==> src/rtl/sat_clamp_unit.sv <==
module sat_clamp_unit #(
  parameter int OUT_W  = 32,
  parameter int WSEL_W = $clog2(OUT_W) + 1
) (
  input  logic              clk,
  input  logic              rst_n,
  input  logic              in_valid,
  input  logic [OUT_W:0]    in_value,
  input  logic [WSEL_W-1:0] in_width,
  input  logic              in_unsigned,
  output logic              out_valid,
  output logic [OUT_W-1:0]  out_result,
  output logic              out_sat
);

  localparam int IN_W  = OUT_W + 1;
  localparam int CMP_W = IN_W + 1;
  localparam logic [WSEL_W-1:0] FULL_N = WSEL_W'(OUT_W);

  logic [WSEL_W-1:0]       n_eff;
  logic [CMP_W-1:0]        half_span;
  logic signed [CMP_W-1:0] val_x;
  logic signed [CMP_W-1:0] s_max;
  logic signed [CMP_W-1:0] s_min;
  logic signed [CMP_W-1:0] u_max;
  logic signed [CMP_W-1:0] hi_lim;
  logic signed [CMP_W-1:0] lo_lim;
  logic signed [CMP_W-1:0] clamped;
  logic                    above;
  logic                    below;

  assign n_eff = (in_width == '0 || in_width > FULL_N) ? FULL_N : in_width;

  assign val_x     = $signed({in_value[IN_W-1], in_value});
  assign half_span = CMP_W'(1) << (n_eff - WSEL_W'(1));
  assign s_max     = $signed(half_span - CMP_W'(1));
  assign s_min     = $signed(-half_span);
  assign u_max     = $signed((CMP_W'(1) << n_eff) - CMP_W'(1));

  assign hi_lim = in_unsigned ? u_max : s_max;
  assign lo_lim = in_unsigned ? '0    : s_min;

  assign above = val_x > hi_lim;
  assign below = val_x < lo_lim;

  always_comb begin
    if (above)      clamped = hi_lim;
    else if (below) clamped = lo_lim;
    else            clamped = val_x;
  end

  always_ff @(posedge clk) begin
    if (!rst_n) begin
      out_valid  <= 1'b0;
      out_result <= '0;
      out_sat    <= 1'b0;
    end else begin
      out_valid <= in_valid;
      if (in_valid) begin
        out_result <= clamped[OUT_W-1:0];
        out_sat    <= above | below;
      end
    end
  end

  AST_VALID_FOLLOWS: assert property (@(posedge clk) disable iff (!rst_n)
    in_valid |=> out_valid);
  AST_VALID_IDLE: assert property (@(posedge clk) disable iff (!rst_n)
    !in_valid |=> !out_valid);
  AST_HOLD_IDLE: assert property (@(posedge clk) disable iff (!rst_n)
    !in_valid |=> ($stable(out_result) && $stable(out_sat)));
  AST_UNS_NEG_ZERO: assert property (@(posedge clk) disable iff (!rst_n)
    (in_valid && in_unsigned && in_value[IN_W-1]) |=> (out_sat && out_result == '0));
  AST_SGN_POS_STAYS: assert property (@(posedge clk) disable iff (!rst_n)
    (in_valid && !in_unsigned && !in_value[IN_W-1]) |=> !out_result[OUT_W-1]);
  AST_SGN_NEG_STAYS: assert property (@(posedge clk) disable iff (!rst_n)
    (in_valid && !in_unsigned && in_value[IN_W-1]) |=> out_result[OUT_W-1]);
  AST_ZERO_PASSES: assert property (@(posedge clk) disable iff (!rst_n)
    (in_valid && in_value == '0) |=> (!out_sat && out_result == '0));

endmodule

==> config.mk <==
export PLATFORM = sky130hd
export DESIGN_NAME = sat_clamp_unit
export DESIGN_NICKNAME = d
export VERILOG_FILES = /design/src/rtl/sat_clamp_unit.sv
export SDC_FILE = /design/constraint.sdc
export NUM_CORES = 1
export LEC_CHECK = 0
export BUFFER_PORTS_ARGS = -buffer_cell sky130_fd_sc_hd__buf_2
export CORE_MARGIN = 4
export CORE_UTILIZATION = 61
export CTS_BUF_LIST = sky130_fd_sc_hd__clkbuf_4 sky130_fd_sc_hd__clkbuf_8
export DETAILED_ROUTE_END_ITERATION = 7
export PLACE_DENSITY_LB_ADDON = 0.25
export SETUP_SLACK_MARGIN = 0.02
export SLEW_MARGIN = 10
export SYNTH_ARGS = -nofsm -noshare
export SYNTH_HDL_FRONTEND = slang
export SYNTH_SLANG_ARGS = --single-unit
==> constraint.sdc <==
create_clock -name clk -period 6.3 [get_ports clk]
set_clock_uncertainty 0.1 [all_clocks]
set_input_delay 1.26 -clock clk [delete_from_list [all_inputs] [get_ports clk]]
set_output_delay 1.26 -clock clk [all_outputs]
set_load 0.01 [all_outputs]
# ---- Word level (Yosys, flattened, before mapping)
# Cells that the tools add are included.
dict set report word_totals {
  regBits 34
  output_inout_bits 34
  word_cells 20
}
dict set report op_classes {
  n_addsub 4
  n_lt_le_gt_ge 3
  reduce_logical 2
  n_bitwise 1
  n_shift 2
  muxes 5
}
# cell n
set op_table {}
lappend op_table {{34-bit 2-to-1 mux} 2}
lappend op_table {{1-bit by 6-bit left shift with 34-bit output, first input constant} 2}
lappend op_table {{32-bit 2-to-1 mux} 2}
lappend op_table {{33-bit by 34-bit greater-than comparator with 1-bit output} 1}
lappend op_table {{33-bit by 34-bit less-than comparator with 1-bit output} 1}
lappend op_table {{34-bit negation} 1}
lappend op_table {{34-bit by 1-bit subtractor with 34-bit output, second input constant} 1}
lappend op_table {{34-bit by 2-bit subtractor with 34-bit output, second input constant} 1}
lappend op_table {{6-bit greater-than comparator, second input constant} 1}
lappend op_table {{6-bit logical NOT} 1}
lappend op_table {{6-bit 2-to-1 mux} 1}
lappend op_table {{6-bit by 1-bit subtractor with 6-bit output, second input constant} 1}
lappend op_table {{1-bit logical OR} 1}
lappend op_table {{1-bit OR} 1}

# ---- Depth between registers and ports, before layout
dict set report logic_depth {
  depth_word 10
  mapped_depth 22
  depth_no_buf 19
}

# ---- Worst setup path after synthesis
# Ideal clock, no wire load.
dict set report synth_timing {
  path_type {in2reg}
  start {input in_width[0]}
  end {register out_result[1]}
  t_arrival_ns 5.526
  setup_time_ns 0.141
  path_slack_ns 0.533
  n_path_buf 6
  required_time_ns 6.059
  cell_stages 22
  cell_sequence {buf_2 > buf_1 > nor4b_1 > nand2_1 > ha_1 > and2_1 > clkbuf_1 > nand2_1 > xor2_1 > o21ai_0 > ha_1 > and2_1 > a221o_1 > a21oi_1 > o21ai_0 > or4b_1 > buf_2 > and2_4 > buf_2 > nand2_4 > buf_6 > o221ai_1}
}
dict set report synth_between {
  elab_chain_cells 10
  elab_cells_between_ends 16
  cone_classes {add/sub (4); order compare (3); shift (2); mux (5); reduce/logical (2)}
}
# element line
set synth_rtl {}
lappend synth_rtl {{from (decl)} 9} ;# input logic [WSEL_W-1:0] in_width,
lappend synth_rtl {{6-bit greater-than comparator / 6-bit logical NOT (equally long branches)} 32} ;# assign n_eff = (in_width == '0 || in_width > FULL_N) ? FULL_N : in_width;
lappend synth_rtl {{1-bit logical OR} 32}
lappend synth_rtl {{6-bit 2-to-1 mux (*)} 32}
lappend synth_rtl {{6-bit by 1-bit subtractor with 6-bit output} 35} ;# assign half_span = CMP_W'(1) << (n_eff - WSEL_W'(1));
lappend synth_rtl {{1-bit by 6-bit left shift with 34-bit output} 35}
lappend synth_rtl {{34-bit negation} 37} ;# assign s_min = $signed(-half_span);
lappend synth_rtl {{34-bit 2-to-1 mux} 41} ;# assign lo_lim = in_unsigned ? '0 : s_min;
lappend synth_rtl {{33-bit by 34-bit less-than comparator with 1-bit output} 44} ;# assign below = val_x < lo_lim;
lappend synth_rtl {{32-bit 2-to-1 mux} 48} ;# else if (below) clamped = lo_lim;
lappend synth_rtl {{32-bit 2-to-1 mux (*)} 47} ;# if (above) clamped = hi_lim;
lappend synth_rtl {{to (signal assigned)} 60} ;# out_result <= clamped[OUT_W-1:0];
lappend synth_rtl {{to (decl)} 12} ;# output logic [OUT_W-1:0] out_result,
# Every way passes the cells marked *; elsewhere a longest branch is shown, timed or not.
# A chain may end at the register's enable or synchronous reset.

# ---- Final worst setup path
dict set report layout_timing {
  start {input in_width[4]}
  end {register out_result[18]}
}
# Same word-level chain as after synthesis.

==> flow_summary.yaml <==
status:
  outcome: "complete, no violations"
min_path:
  hold_path.class: "reg2reg"
synthesis:
  synth_simple_gate_area_share_pct: 25.7
  synth_compound_area_share_pct: 31.3
  synth_adder_area_share_pct: 16.7
  synth_cell_types: 68
  synth.cell_area_um2: 5240
  post_synth.cell_area_avg_um2: 7.07
  synthMuxAreaShare_pct: 3.89
  synth_xor_area_share_pct: 3.18
  ys.flop_type: "dfxtp_1"
  synth_top_family_by_area: "compound AO/OA/AOI/OAI gates"
  ys_warn_count: 0
  synth-seq-cells: 34
  postSynthCellCount: 741
  async_flop_share_pct: 0
  ys_seq_area_share_pct: 13.0
  synth-edff-count: 0
timing:
  relSlewSlack_pct: 49.5
  worstMarginPinSlew_ps: 755
  finalSetupViolations: 0
  fin_crit_sh_pct: 94.1
  fmax_ghz: 0.169
  hold_ws_ps: 372
  hold_violations: 0
  layout_min_cycle_time_ps: 5930
  fin_tns_setup_ps: 0
  maxSlewViolCount: 0
  grt_setup_unrepaired: "no"
cts:
  cts_setup_buffers: 0
  cts_inserted_buffers: 5
  cts.clk_slew.worst_paths_ps: 90
  ctsHtreeMaxLevel: 2
  clk_path_buf_depth: 2
  cts_tree: "yes"
  clock-root-buffer: "clkbuf_8"
  cts_sinks: 34
  clk-insertion-delay-late_ps: 290
  cts_resized: 0
  ctsHoldBuffers: 0
grt:
  grt_use_met1_pct: 51.5
  grt_busiest_layer: "met2"
  antenna_found_initial: 0
  globalRouteMet3Util_pct: 10.4
  grtUsageTotal_pct: 40.8
  grt_first_pass_wirelength_mm: 32.6
  grt_max_degree: 41
  grt_overflow: 0
  use_met2_pct: 64.8
  first_global_vias: 6071
final_layout:
  final_cell_mix: "nand2_1 (103), buf_2 (76), ha_1 (70)"
  layout-drive-gt1-share_pct: 16.7
  areaGrowthSynthToFinish_pct: 12.8
  finalInstanceArea_um2: 5910
  num-fill-cells: 689
  layout_commonest_cell: "nand2_1"
  num_antenna_cells: 0
  final_nets: 915
die:
  die_x_um: 101
  chipHeight_um: 101
  start_util_pct: 63.1
  io_pins: 77
  fp.dieArea_um2: 10100
  core_area_um2: 8300
  row_count: 33
critical_path:
  cp_max_fo: 19
  crit_type: "in2reg"
  end_kind: "flop"
  worst_ep_required_time_ps: 6420
  cp.arrival_ps: 6050
  crit_path_start_kind: "input port"
flow_run:
  drv_cap: 0
drt:
  dr.pass1.iters: 6
  ant_nets: 0
  drt-total-wl_mm: 20.9
  drt-vias-per-instance: 7.21
  drt_first_iter_violations: 989
  vias: 6545
  route.detailed.drc: 0
  routedWlPerCell_um: 23.0
place:
  gp_congestion: 1.07
  io_buffers: 76
  place_hpwl_mm: 16.2
  dpl-instance-area_um2: 5770
power_and_ir_drop:
  power.density_nw_per_um2: 171
  power_mw: 1.01
  ir_worst_vdd_v: 0.000110
  p_leak_nw: 2.57
worst paths after layout:
path                    endpoint  cells past startpoint          start  slack, ps
setup / recovery  out_result[18]                     18    in_width[4]        370
hold / removal     out_result[3]                      2  out_result[3]        370
setup reg to reg   out_result[7]                      3  out_result[7]       5370
hold reg to reg    out_result[3]                      2  out_result[3]        370
registers in the layout (all words and copies together) (netlist names):
signal,flops
out_sat,1
out_result,32
out_valid,1
per-layer routing:
layer  part of all wire [%]  vias to the layer above
li1                       -                     2889
met5                      0                        -
met4                    6.4                        0
met3                     13                      131
met1                     37                     2959
met2                     44                      566
worst max-delay path, cell delays in order:
cell and delay (ps):
buf_2 370, nor4_2 150, nand2_1 100, ha_1 300
inv_1 150, a31oi_2 400, o21ai_1 280, nand3_1 160
o21ai_0 120, o21ai_0 390, ha_1 320, o21ai_0 150
nor2_1 60, or3_1 330, or4b_1 660, and2_4 250
a221o_1 370, a221oi_2 220
cells by family after synthesis:
| group | after synthesis |
|---|---|
| flops | 34 |
| fa+ha+maj | 70 |
| other cells | 1 |
| xor+xnor | 19 |
| compound gates | 241 |
| buf+inv | 78 |
| simple gates | 278 |
| mux | 20 |
per-stage QoR:
stage,utilization (%),setup slack [ps],std cells
floorplan,-,533,742
global placement,69.5,324,900
detailed placement,69.5,195,900
CTS,71.2,499,908
global route,71.2,30.9,908
finish,71.2,369,908
cell type report:
cell class	count	area, µm²	share of cell area (%)
multi-input cells	630	4240	71.7
flip-flops and latches	34	681	11.5
repair buffers	108	633	10.7
well taps	105	131	2.22
inverters	23	86.3	1.46
clock buffers	5	68.8	1.17
clock inverters	3	68.8	1.17
where the power goes:
group          internal (mW)  switching, mW  leakage, nW  total [mW]
sequential             0.243         0.0138        0.282       0.257
combinational          0.186          0.309         2.22       0.495
clock                  0.159          0.102       0.0683       0.261
total                  0.588          0.425         2.57        1.01
cells in the mapped netlist (all sizes together) (4+ instances only):
master | count | area, µm²
and3 | 7 | 43.8
buf | 18 | 96.4
a31oi | 11 | 75.1
xor2 | 6 | 52.6
a21oi | 56 | 280
nor3 | 16 | 80.1
nand4 | 14 | 87.6
nand2b | 8 | 50.1
dfxtp | 34 | 681
nand3 | 27 | 135
nand2 | 104 | 398
or3 | 7 | 43.8
nor3b | 5 | 37.5
and4 | 4 | 35.0
a21o | 8 | 60.1
o21bai | 4 | 30.0
o211ai | 16 | 120
ha | 70 | 876
xnor2 | 13 | 114
clkbuf | 37 | 139
mux2i | 17 | 170
a22oi | 7 | 52.6
o21a | 12 | 90.1
a221o | 5 | 50.1
inv | 22 | 82.6
nor2 | 49 | 184
a211oi | 12 | 95.1
and2 | 9 | 58.8
o21ai | 55 | 283
a221oi | 6 | 77.6
o31ai | 7 | 52.6
o221ai | 21 | 184
nor2b | 16 | 100
Note: power is estimated with default switching activity, not from simulation.
